===== src/rtl/wdg_pkg.sv =====
package wdg_pkg;
  typedef enum logic [1:0] {
    WD_OFF  = 2'd0,
    WD_EXT  = 2'd1,
    WD_PARK = 2'd2,
    WD_RUN  = 2'd3
  } wd_state_e;
endpackage


===== src/rtl/wdg_fall_det.sv =====
module wdg_fall_det (
  input  logic clk_i,
  input  logic rst_ni,
  input  logic lvl_i,
  output logic fall_o
);
  logic lvl_q;

  always_ff @(posedge clk_i or negedge rst_ni) begin
    if (!rst_ni) lvl_q <= 1'b0;
    else         lvl_q <= lvl_i;
  end

  assign fall_o = lvl_q & ~lvl_i;
endmodule


===== src/rtl/wdg_period_timer.sv =====
module wdg_period_timer #(
  parameter int PERIOD_TICKS = 16,
  parameter int EXT_MULT     = 8,
  localparam int EXT_TICKS   = PERIOD_TICKS * EXT_MULT,
  localparam int CNT_W       = $clog2(EXT_TICKS)
) (
  input  logic             clk_i,
  input  logic             rst_ni,
  input  logic             run_i,
  input  logic             ext_i,
  input  logic             clear_i,
  output logic             expire_o,
  output logic [CNT_W-1:0] count_o
);
  localparam logic [CNT_W-1:0] LastNorm = CNT_W'(PERIOD_TICKS - 1);
  localparam logic [CNT_W-1:0] LastExt  = CNT_W'(EXT_TICKS - 1);

  logic [CNT_W-1:0] cnt_q;
  logic [CNT_W-1:0] last;

  assign last     = ext_i ? LastExt : LastNorm;
  assign expire_o = run_i && (cnt_q == last);
  assign count_o  = cnt_q;

  always_ff @(posedge clk_i or negedge rst_ni) begin
    if (!rst_ni)                        cnt_q <= '0;
    else if (clear_i || !run_i || expire_o) cnt_q <= '0;
    else                                cnt_q <= cnt_q + 1'b1;
  end
endmodule


===== src/rtl/wdg_fault_tracker.sv =====
module wdg_fault_tracker #(
  parameter int MISS_LIMIT = 3,
  parameter int GOOD_LIMIT = 3,
  localparam int MISS_W    = $clog2(MISS_LIMIT + 1),
  localparam int GOOD_W    = $clog2(GOOD_LIMIT + 1)
) (
  input  logic              clk_i,
  input  logic              rst_ni,
  input  logic              off_i,
  input  logic              ext_expire_i,
  input  logic              run_expire_i,
  input  logic              good_edge_i,
  output logic              flag_n_o,
  output logic [GOOD_W-1:0] good_cnt_o
);
  localparam logic [MISS_W-1:0] MissLast = MISS_W'(MISS_LIMIT - 1);
  localparam logic [GOOD_W-1:0] GoodLast = GOOD_W'(GOOD_LIMIT - 1);

  logic              flag_q;
  logic [MISS_W-1:0] miss_q;
  logic [GOOD_W-1:0] good_q;

  always_ff @(posedge clk_i or negedge rst_ni) begin
    if (!rst_ni) begin
      flag_q <= 1'b1;
      miss_q <= '0;
      good_q <= '0;
    end else if (off_i) begin
      flag_q <= 1'b1;
      miss_q <= '0;
      good_q <= '0;
    end else if (ext_expire_i) begin
      flag_q <= 1'b0;
      miss_q <= '0;
      good_q <= '0;
    end else if (good_edge_i) begin
      miss_q <= '0;
      if (!flag_q) begin
        if (good_q == GoodLast) begin
          flag_q <= 1'b1;
          good_q <= '0;
        end else begin
          good_q <= good_q + 1'b1;
        end
      end
    end else if (run_expire_i) begin
      good_q <= '0;
      if (miss_q == MissLast) flag_q <= 1'b0;
      else                    miss_q <= miss_q + 1'b1;
    end
  end

  assign flag_n_o   = flag_q;
  assign good_cnt_o = good_q;
endmodule


===== src/rtl/wdg_backup_top.sv =====
module wdg_backup_top #(
  parameter int PERIOD_TICKS = 16,
  parameter int EXT_MULT     = 8,
  parameter int MISS_LIMIT   = 3,
  parameter int GOOD_LIMIT   = 3,
  localparam int CNT_W       = $clog2(PERIOD_TICKS * EXT_MULT),
  localparam int GOOD_W      = $clog2(GOOD_LIMIT + 1)
) (
  input  logic clk_i,
  input  logic rst_ni,
  input  logic en_valid_i,
  input  logic svc_i,
  output logic backup_n_o
);
  import wdg_pkg::*;

  wd_state_e         state_q, state_d;
  logic              svc_fall;
  logic              tmr_run, tmr_ext, tmr_clear, tmr_expire;
  logic [CNT_W-1:0]  tmr_count;
  logic              ext_expire, run_expire, good_edge;
  logic [GOOD_W-1:0] good_cnt;

  wdg_fall_det u_fall (
    .clk_i  (clk_i),
    .rst_ni (rst_ni),
    .lvl_i  (svc_i),
    .fall_o (svc_fall)
  );

  always_comb begin
    state_d   = state_q;
    tmr_clear = 1'b0;
    if (!en_valid_i) begin
      state_d   = WD_OFF;
      tmr_clear = 1'b1;
    end else begin
      unique case (state_q)
        WD_OFF:  state_d = WD_EXT;
        WD_EXT: begin
          if (svc_fall) begin
            state_d   = WD_RUN;
            tmr_clear = 1'b1;
          end else if (tmr_expire) begin
            state_d = WD_PARK;
          end
        end
        WD_PARK: begin
          if (svc_fall) begin
            state_d   = WD_RUN;
            tmr_clear = 1'b1;
          end
        end
        WD_RUN:  tmr_clear = svc_fall;
        default: state_d = WD_OFF;
      endcase
    end
  end

  always_ff @(posedge clk_i or negedge rst_ni) begin
    if (!rst_ni) state_q <= WD_OFF;
    else         state_q <= state_d;
  end

  assign tmr_run = en_valid_i && (state_q == WD_EXT || state_q == WD_RUN);
  assign tmr_ext = (state_q == WD_EXT);

  wdg_period_timer #(
    .PERIOD_TICKS (PERIOD_TICKS),
    .EXT_MULT     (EXT_MULT)
  ) u_timer (
    .clk_i    (clk_i),
    .rst_ni   (rst_ni),
    .run_i    (tmr_run),
    .ext_i    (tmr_ext),
    .clear_i  (tmr_clear),
    .expire_o (tmr_expire),
    .count_o  (tmr_count)
  );

  // service edge outranks a coincident timeout
  assign ext_expire = tmr_expire && !svc_fall && (state_q == WD_EXT);
  assign run_expire = tmr_expire && !svc_fall && (state_q == WD_RUN);
  assign good_edge  = en_valid_i && svc_fall &&
                      (state_q == WD_RUN || state_q == WD_PARK);

  wdg_fault_tracker #(
    .MISS_LIMIT (MISS_LIMIT),
    .GOOD_LIMIT (GOOD_LIMIT)
  ) u_track (
    .clk_i        (clk_i),
    .rst_ni       (rst_ni),
    .off_i        (!en_valid_i),
    .ext_expire_i (ext_expire),
    .run_expire_i (run_expire),
    .good_edge_i  (good_edge),
    .flag_n_o     (backup_n_o),
    .good_cnt_o   (good_cnt)
  );
endmodule


===== config.mk =====
export PLATFORM = sky130hd
export DESIGN_NAME = wdg_backup_top
export DESIGN_NICKNAME = d
export VERILOG_FILES = /design/src/rtl/wdg_pkg.sv /design/src/rtl/wdg_fall_det.sv /design/src/rtl/wdg_period_timer.sv /design/src/rtl/wdg_fault_tracker.sv /design/src/rtl/wdg_backup_top.sv
export SDC_FILE = /design/constraint.sdc
export NUM_CORES = 1
export LEC_CHECK = 0
export BUFFER_PORTS_ARGS = -buffer_cell sky130_fd_sc_hd__buf_2
export CAP_MARGIN = 20
export CORE_MARGIN = 3
export CORE_UTILIZATION = 45
export DETAILED_ROUTE_END_ITERATION = 10
export PLACE_DENSITY_LB_ADDON = 0.08
export SYNTH_ARGS = -nofsm -noshare
export SYNTH_HDL_FRONTEND = slang
export SYNTH_SLANG_ARGS = --single-unit

===== constraint.sdc =====
create_clock -name clk_i -period 2.7 [get_ports clk_i]
set_input_delay 0.54 -clock clk_i [delete_from_list [all_inputs] [get_ports clk_i]]
set_output_delay 0.54 -clock clk_i [all_outputs]
set_load 0.01 [all_outputs]

==> out/summary.log, run 1 <==
qor: outcome.run_status finished, final reports clean
qor: synthesis.synth-seq-cells 15
qor: final_layout.antenna_cells 0
qor: clock_network.postCtsHoldBufs 0
qor: timing.achievable-frequency 488 MHz
qor: setup_path.critical_path_s_slowest_cell sky130_fd_sc_hd__a22oi_2
qor: timing.tightest_slew 0.594 ns
qor: clock_network.cts_tree done
qor: min_path.worstHoldPathType in -> async
qor: setup_path.arrival 2.27 ns
qor: synthesis.post_synth_num_cell_types 34
qor: clock_network.cts_max_path_buffers 2
qor: setup_path.path_cells inv_1 > ha_1 > and4_1 > a22oi_2 > o2111ai_1 > nor2_1
qor: timing.final.min_clock_period 2.05 ns
qor: timing.rsz0062_at_grt no
qor: setup_path.worstPathBufferInverterCount 1
qor: pwr.power_density_over_the_cells 662 nW/µm²
qor: synthesis.mappedNetlistArea 920 µm²
qor: final_layout.layoutNonFillerInstCount 126
qor: clock_network.clkTransAtPathRegs 0.09 ns
qor: pwr.share_comb_of_total_power 38.2%
qor: synthesis.synth_nets 106
qor: setup_path.critical-path-top-delay-family compound AO/OA/AOI/OAI gates
qor: detailed_routing.1st_iter_drt_viols 21
qor: pwr.vdd_drop_max 0.000447 V
qor: placement.dpl.cell_count 122
qor: setup_path.critical_path_class reg -> reg
qor: detailed_routing.drt_drc_violations_left 0
qor: pwr.p_leak 0.399 nW
qor: pwr.power.share.switching 36.1%
qor: timing.layout_worst_path_cycle_share 75.9%
qor: clock_network.cts.repair_timing.setup_buffer_count 0
qor: synthesis.synth-seq-area-share 41.0%
qor: placement.buffer_ports.inserted 4
qor: clock_network.cts.repair.resized 0
qor: global_route.total_congestion_overflow_after_global_routing 0
qor: synthesis.post_synth.cell_area_avg 9.58 µm²
qor: final_layout.area.growth.synth_to_final 5.58%
qor: floorplan.starting_utilization_of_the_core_area 50.5%
qor: clock_network.cts_buffers 3
qor: detailed_routing.num_vias 708
qor: pwr.design_power_total 0.000643 W
qor: setup_path.crit_required 2.92 ns
qor: clock_network.clk_latency 0.29 ns
qor: global_route.grt_antenna_before_repair 0
qor: timing.slew_viol_final 0
qor: setup_path.critical_path_peak_fanout 11
qor: clock_network.clk_root_buf sky130_fd_sc_hd__clkbuf_4
qor: timing.final-setup-viol-count 0
qor: timing.fin_worst_skew 0.00272 ns
qor: timing.hold_viol_final 0
qor: final_layout.final_net_count 112
qor: detailed_routing.viasPerCell 5.62
qor: detailed_routing.drt-pass1-iter-count 4
qor: floorplan.die_height 51.2 µm
qor: global_route.wire_length_of_the_first_global_routing_pass 2.88 mm
qor: placement.hpwlAfterDp 1.21 mm
qor: floorplan.fp-row-count 15
qor: pwr.internal_power_of_the_cells 0.000411 W
qor: floorplan.die_w 51.2 µm
qor: placement.gp_routability_congestion 0.795
qor: global_route.grt_usage 14.9%
qor: detailed_routing.wl 1.62 mm
qor: floorplan.fp.coreArea 1820 µm²
qor: final_layout.ratio_of_cells_with_drive_above_1_in_the_final_layout 13.9%
qor: timing.final.setup.tns 0 ns
qor: floorplan.floorplan.io_pins 5
qor: timing.timing.slew.headroom 60.3%
qor: floorplan.die-area 2620 µm²
qor: global_route.via_count_of_the_first_global_routing_pass 655
qor: setup_path.ff2ff_path_depth 6
qor: setup_path.worstSetupEndpointType flip-flop
qor: final_layout.layout_common_cells sky130_fd_sc_hd__dfrtp_1, sky130_fd_sc_hd__nor2_1, sky130_fd_sc_hd__nand2_1
qor: synthesis.post_synth_inst_count 96
qor: setup_path.critical_path_depth 6
qor: setup_path.critical_path.startpoint_type flip-flop
qor: run.drv_cap 0
qor: clock_network.clkSinkCount 15
qor: detailed_routing.post_drt_wl_per_cell 12.8 µm
qor: global_route.grt_max_degree 16
qor: detailed_routing.ant_nets 0
qor: synthesis.ys.warnings.count 0
qor: pwr.seqPwrFrac 41.1%
qor: setup_path.critPathMaxStageDelay 0.41 ns
qor: final_layout.layout_commonest_cell sky130_fd_sc_hd__dfrtp_1
qor: clock_network.cts_htree_levels 1
qor: pwr.switch_pwr 0.000232 W
qor: pwr.power.share.clock 20.7%
## metal layers
layer / up-vias / GRT usage, % / part of all wire, %
met5: - / 0 / 0
met4: 0 / 9.42 / 2.5
met3: 5 / 3.50 / 4.4
met2: 19 / 21.7 / 47
met1: 328 / 19.6 / 46
li1: 356 / - / -
## cell families (layout without fill, tap and decap cells)
logic type                 after synthesis  count (layout)  synth area share [%]
AOI/OAI and AO/OA                       22              22                  15.9
xor gates and xnor gates                 5               5                  4.76
adders and majority gates                6               6                  8.16
buffers and inverters                    8              13                  4.90
DFF                                     15              15                  41.0
muxes                                    1               1                  1.09
and+or+nand+nor                         39              39                  24.2
## cells in the mapped netlist, drive strengths merged
master,n,area (µm²)
a22oi,1,12.5
o21ai,6,30.0
nand2,8,30.0
o311ai,2,17.5
o21a,1,7.51
nor2b,3,18.8
and3,1,6.26
inv,5,18.8
a41oi,1,8.76
ha,6,75.1
and2,1,7.51
o211ai,1,7.51
clkbuf,1,3.75
nand3,3,15.0
mux2i,1,10.0
or3b,1,8.76
dfrtp,14,350
xor2,2,17.5
or2,1,6.26
nor4,1,21.3
o2111ai,1,8.76
dfstp,1,26.3
or3,4,26.3
nand4b,1,8.76
o31a,1,8.76
a222oi,1,10.0
buf,2,22.5
and4,2,17.5
xnor2,3,26.3
nand2b,2,12.5
nor3,2,10.0
a21oi,7,35.0
nor2,9,33.8
## per-stage QoR
step	hold slack, ns	setup WS [ns]	utilization (%)	area [µm²]
after floorplan	0.244	0.861	-	920
after CTS	0.153	0.617	53.3	971
after detailed placement	0.470	0.642	51.9	945
after global routing	0.156	0.480	53.3	971
final	0.141	0.651	53.3	971
after global placement	0.456	0.675	51.9	945
## power groups by stage
stage	Combinational [W]	Clock, W	Sequential (W)
final	0.000245	0.000133	0.000264
after detailed placement	0.000245	0	0.000269
after floorplan	0.000201	0	0.000264
after CTS	0.000246	0.000137	0.000264
after global placement	0.000243	0	0.000267
after global routing	0.000280	0.000147	0.000268
## final timing paths
kind                                                end                         start  slack (ns)
min reg2reg                u_timer.count_o[0]$_DFF_PN0_  u_timer.count_o[0]$_DFF_PN0_        0.48
max reg2reg                u_timer.count_o[6]$_DFF_PN0_        state_q[1]$_DFFE_PN0P_        0.65
min in group clk_i               u_fall.lvl_q$_DFF_PN0_                         svc_i        0.38
max                        u_timer.count_o[6]$_DFF_PN0_        state_q[1]$_DFFE_PN0P_        0.65
max in group asynchronous  u_track.flag_n_o$_DFFE_PN1P_                        rst_ni        2.26
min                        u_timer.count_o[6]$_DFF_PN0_                        rst_ni        0.14
## registers in the layout, indices dropped and copies added (netlist names)
| name | flops |
|---|---|
| state_q | 2 |
| u_timer.count_o | 7 |
| u_track.good_cnt_o | 2 |
| u_fall.lvl_q | 1 |
| u_track.miss_q | 2 |
| u_track.flag_n_o | 1 |
## cell type report
class                           instances  area, µm²
Inverter                                5       18.8
Clock buffer                            4       26.3
Multi-Input combinational cell         73        498
Fill cell                             175        850
Timing Repair Buffer                    4       20.0
Tap cell                               25       31.3
Sequential cell                        15        377
Power figures use the tool's default switching activity.
==> run 2, diff against run 1 <==
Clock period 2.7 ns to 2.03 ns, I/O delays scaled along.
==> run 2 against run 1 <==
Net effect:
- first-iteration DRC count decreased by 71%
- cell count increased by 4.8%
- via count increased by 0.42%
- worst setup slack got worse by 0.45 ns
- maximum frequency increased by 12%
- clock-buffer cell count unchanged
- non-clock buffer count increased by 5
- critical path type unchanged
==> out/summary.log, run 2 (synthesis results as in run 1) <==
qor: outcome.run_status finished, final reports clean
qor: clock_network.cts_max_path_buffers 2
qor: final_layout.area.growth.synth_to_final 10.5%
qor: timing.hold_viol_final 0
qor: pwr.design_power_total 0.000866 W
qor: global_route.grt_usage 14.8%
qor: pwr.seqPwrFrac 40.5%
qor: timing.timing.slew.headroom 73.3%
qor: setup_path.critical_path_peak_fanout 5
qor: clock_network.cts_tree done
qor: detailed_routing.1st_iter_drt_viols 6
qor: timing.rsz0062_at_grt no
qor: final_layout.seq_area 377 µm²
qor: final_layout.area_used_by_multi_input_combinational_logic 505 µm²
qor: timing.final.setup.tns 0 ns
qor: final_layout.layout_commonest_cell sky130_fd_sc_hd__dfrtp_1
qor: timing.slew_viol_final 0
qor: setup_path.crit_required 2.24 ns
qor: floorplan.fp-row-count 15
qor: setup_path.arrival 2.04 ns
qor: detailed_routing.num_vias 711
qor: final_layout.largest_reg_flops 7
qor: global_route.via_count_of_the_first_global_routing_pass 640
qor: global_route.grt_antenna_before_repair 0
qor: floorplan.die_height 51.2 µm
qor: clock_network.clkTransAtPathRegs 0.09 ns
qor: final_layout.postLayoutCoreUtil 55.8%
qor: pwr.internal_power_of_the_cells 0.000555 W
qor: clock_network.cts_htree_levels 1
qor: pwr.share_comb_of_total_power 40.1%
qor: floorplan.die_w 51.2 µm
qor: setup_path.critical_path_class reg -> reg
qor: clock_network.clkSinkCount 15
qor: clock_network.clk_root_buf sky130_fd_sc_hd__clkbuf_4
qor: final_layout.ratio_of_cells_with_drive_above_1_in_the_final_layout 17.8%
qor: detailed_routing.ant_nets 0
qor: timing.achievable-frequency 547 MHz
qor: timing.final-setup-viol-count 0
qor: timing.final.min_clock_period 1.83 ns
qor: detailed_routing.post_drt_wl_per_cell 12.8 µm
qor: placement.placement.setup.worst_slack 0.111 ns
qor: pwr.switch_pwr 0.000311 W
qor: global_route.grt_max_degree 16
qor: placement.buffer_ports.inserted 4
qor: setup_path.worstSetupEndpointType flip-flop
qor: pwr.power.share.clock 19.4%
qor: clock_network.cts_buffers 3
qor: detailed_routing.wl 1.69 mm
qor: floorplan.floorplan.io_pins 5
qor: clock_network.postCtsHoldBufs 0
qor: clock_network.clk_latency 0.28 ns
qor: pwr.power.share.switching 35.9%
qor: pwr.vdd_drop_max 0.000452 V
qor: final_layout.final_net_count 118
qor: timing.timing.final.ws_setup 0.202 ns
qor: placement.gp_routability_congestion 0.775
qor: final_layout.layout_common_cells sky130_fd_sc_hd__dfrtp_1, sky130_fd_sc_hd__nor2_1, sky130_fd_sc_hd__nand2_1
qor: placement.hpwlAfterDp 1.23 mm
qor: detailed_routing.drt_drc_violations_left 0
qor: floorplan.fp.coreArea 1820 µm²
qor: timing.layout_worst_path_cycle_share 90.0%
qor: detailed_routing.viasPerCell 5.39
qor: timing.tightest_slew 0.400 ns
qor: floorplan.die-area 2620 µm²
qor: global_route.total_congestion_overflow_after_global_routing 0
qor: global_route.wire_length_of_the_first_global_routing_pass 2.86 mm
qor: pwr.power_density_over_the_cells 852 nW/µm²
qor: floorplan.starting_utilization_of_the_core_area 50.5%
qor: final_layout.layout.filler_cells 176
qor: final_layout.antenna_cells 0
qor: timing.fin_worst_skew 0.000622 ns
qor: detailed_routing.drt-pass1-iter-count 4
qor: setup_path.critical_path.startpoint_type flip-flop
qor: min_path.worstHoldPathType in -> async
qor: pwr.p_leak 0.424 nW
qor: run.drv_cap 0
-- run 2: changes by cell type in the layout (fill, tap and decap cells not counted), sizes merged --
cell   before  now
buf         4    9
a22oi       1    2
-- run 2: critical path, cell delays in order, from the launching register on --
cell and delay, ns:
sky130_fd_sc_hd__dfrtp_1 0.41, sky130_fd_sc_hd__inv_1 0.09, sky130_fd_sc_hd__ha_1 0.23, sky130_fd_sc_hd__and4_1 0.27, sky130_fd_sc_hd__a22oi_2 0.13, sky130_fd_sc_hd__buf_4 0.16, sky130_fd_sc_hd__or3_1 0.34, sky130_fd_sc_hd__a21oi_1 0.12
-- run 2: timing repair --
item | in CTS | in global routing
setup buffers | 0 | 1
setup endpoints to repair | 0 | 1
resized for setup | 0 | 0
-- run 2: per-layer routing --
metal	vias to the layer above	track usage [%]	wire, µm
met4	0	9.42	37
li1	366	-	-
met1	337	20.0	932
met5	-	0	0
met3	4	2.62	31
met2	4	21.7	689
-- run 2: final timing paths --
check	from	endpoint	slack, ns	depth (start not counted)
worst min register to register	u_timer.count_o[0]$_DFF_PN0_	u_timer.count_o[0]$_DFF_PN0_	0.47	1
worst min-delay path	rst_ni	u_timer.count_o[5]$_DFF_PN0_	0.01	1
worst max-delay path	state_q[1]$_DFFE_PN0P_	u_track.miss_q[1]$_DFFE_PN0P_	0.20	7
max in group asynchronous	rst_ni	u_track.flag_n_o$_DFFE_PN1P_	1.72	1
min in group clk_i	svc_i	u_fall.lvl_q$_DFF_PN0_	0.25	1
worst max register to register	state_q[1]$_DFFE_PN0P_	u_track.miss_q[1]$_DFFE_PN0P_	0.20	7
-- run 2: power groups by stage --
stage | Combinational [W] | Sequential (W) | Clock, W
final | 0.000348 | 0.000350 | 0.000168
after global placement | 0.000347 | 0.000355 | 0
after CTS | 0.000356 | 0.000350 | 0.000178
after detailed placement | 0.000354 | 0.000356 | 0
after floorplan | 0.000267 | 0.000351 | 0
after global routing | 0.000396 | 0.000355 | 0.000187
-- run 2: per-stage QoR --
stage,hold slack [ns],std cells,area (µm²)
after floorplan,0.110,96,920
after global placement,0.329,126,975
after detailed placement,0.332,126,975
after CTS,0.0197,130,1000
after global routing,0.0287,132,1020
final,0.0142,132,1020
-- run 2: cell type report --
cell class / instances / area share, %
flip-flops and latches: 15 / 37.1
clock buffers: 4 / 2.59
well taps: 25 / 3.08
repair buffers: 9 / 5.67
inverters: 5 / 1.85
multi-input cells: 74 / 49.8
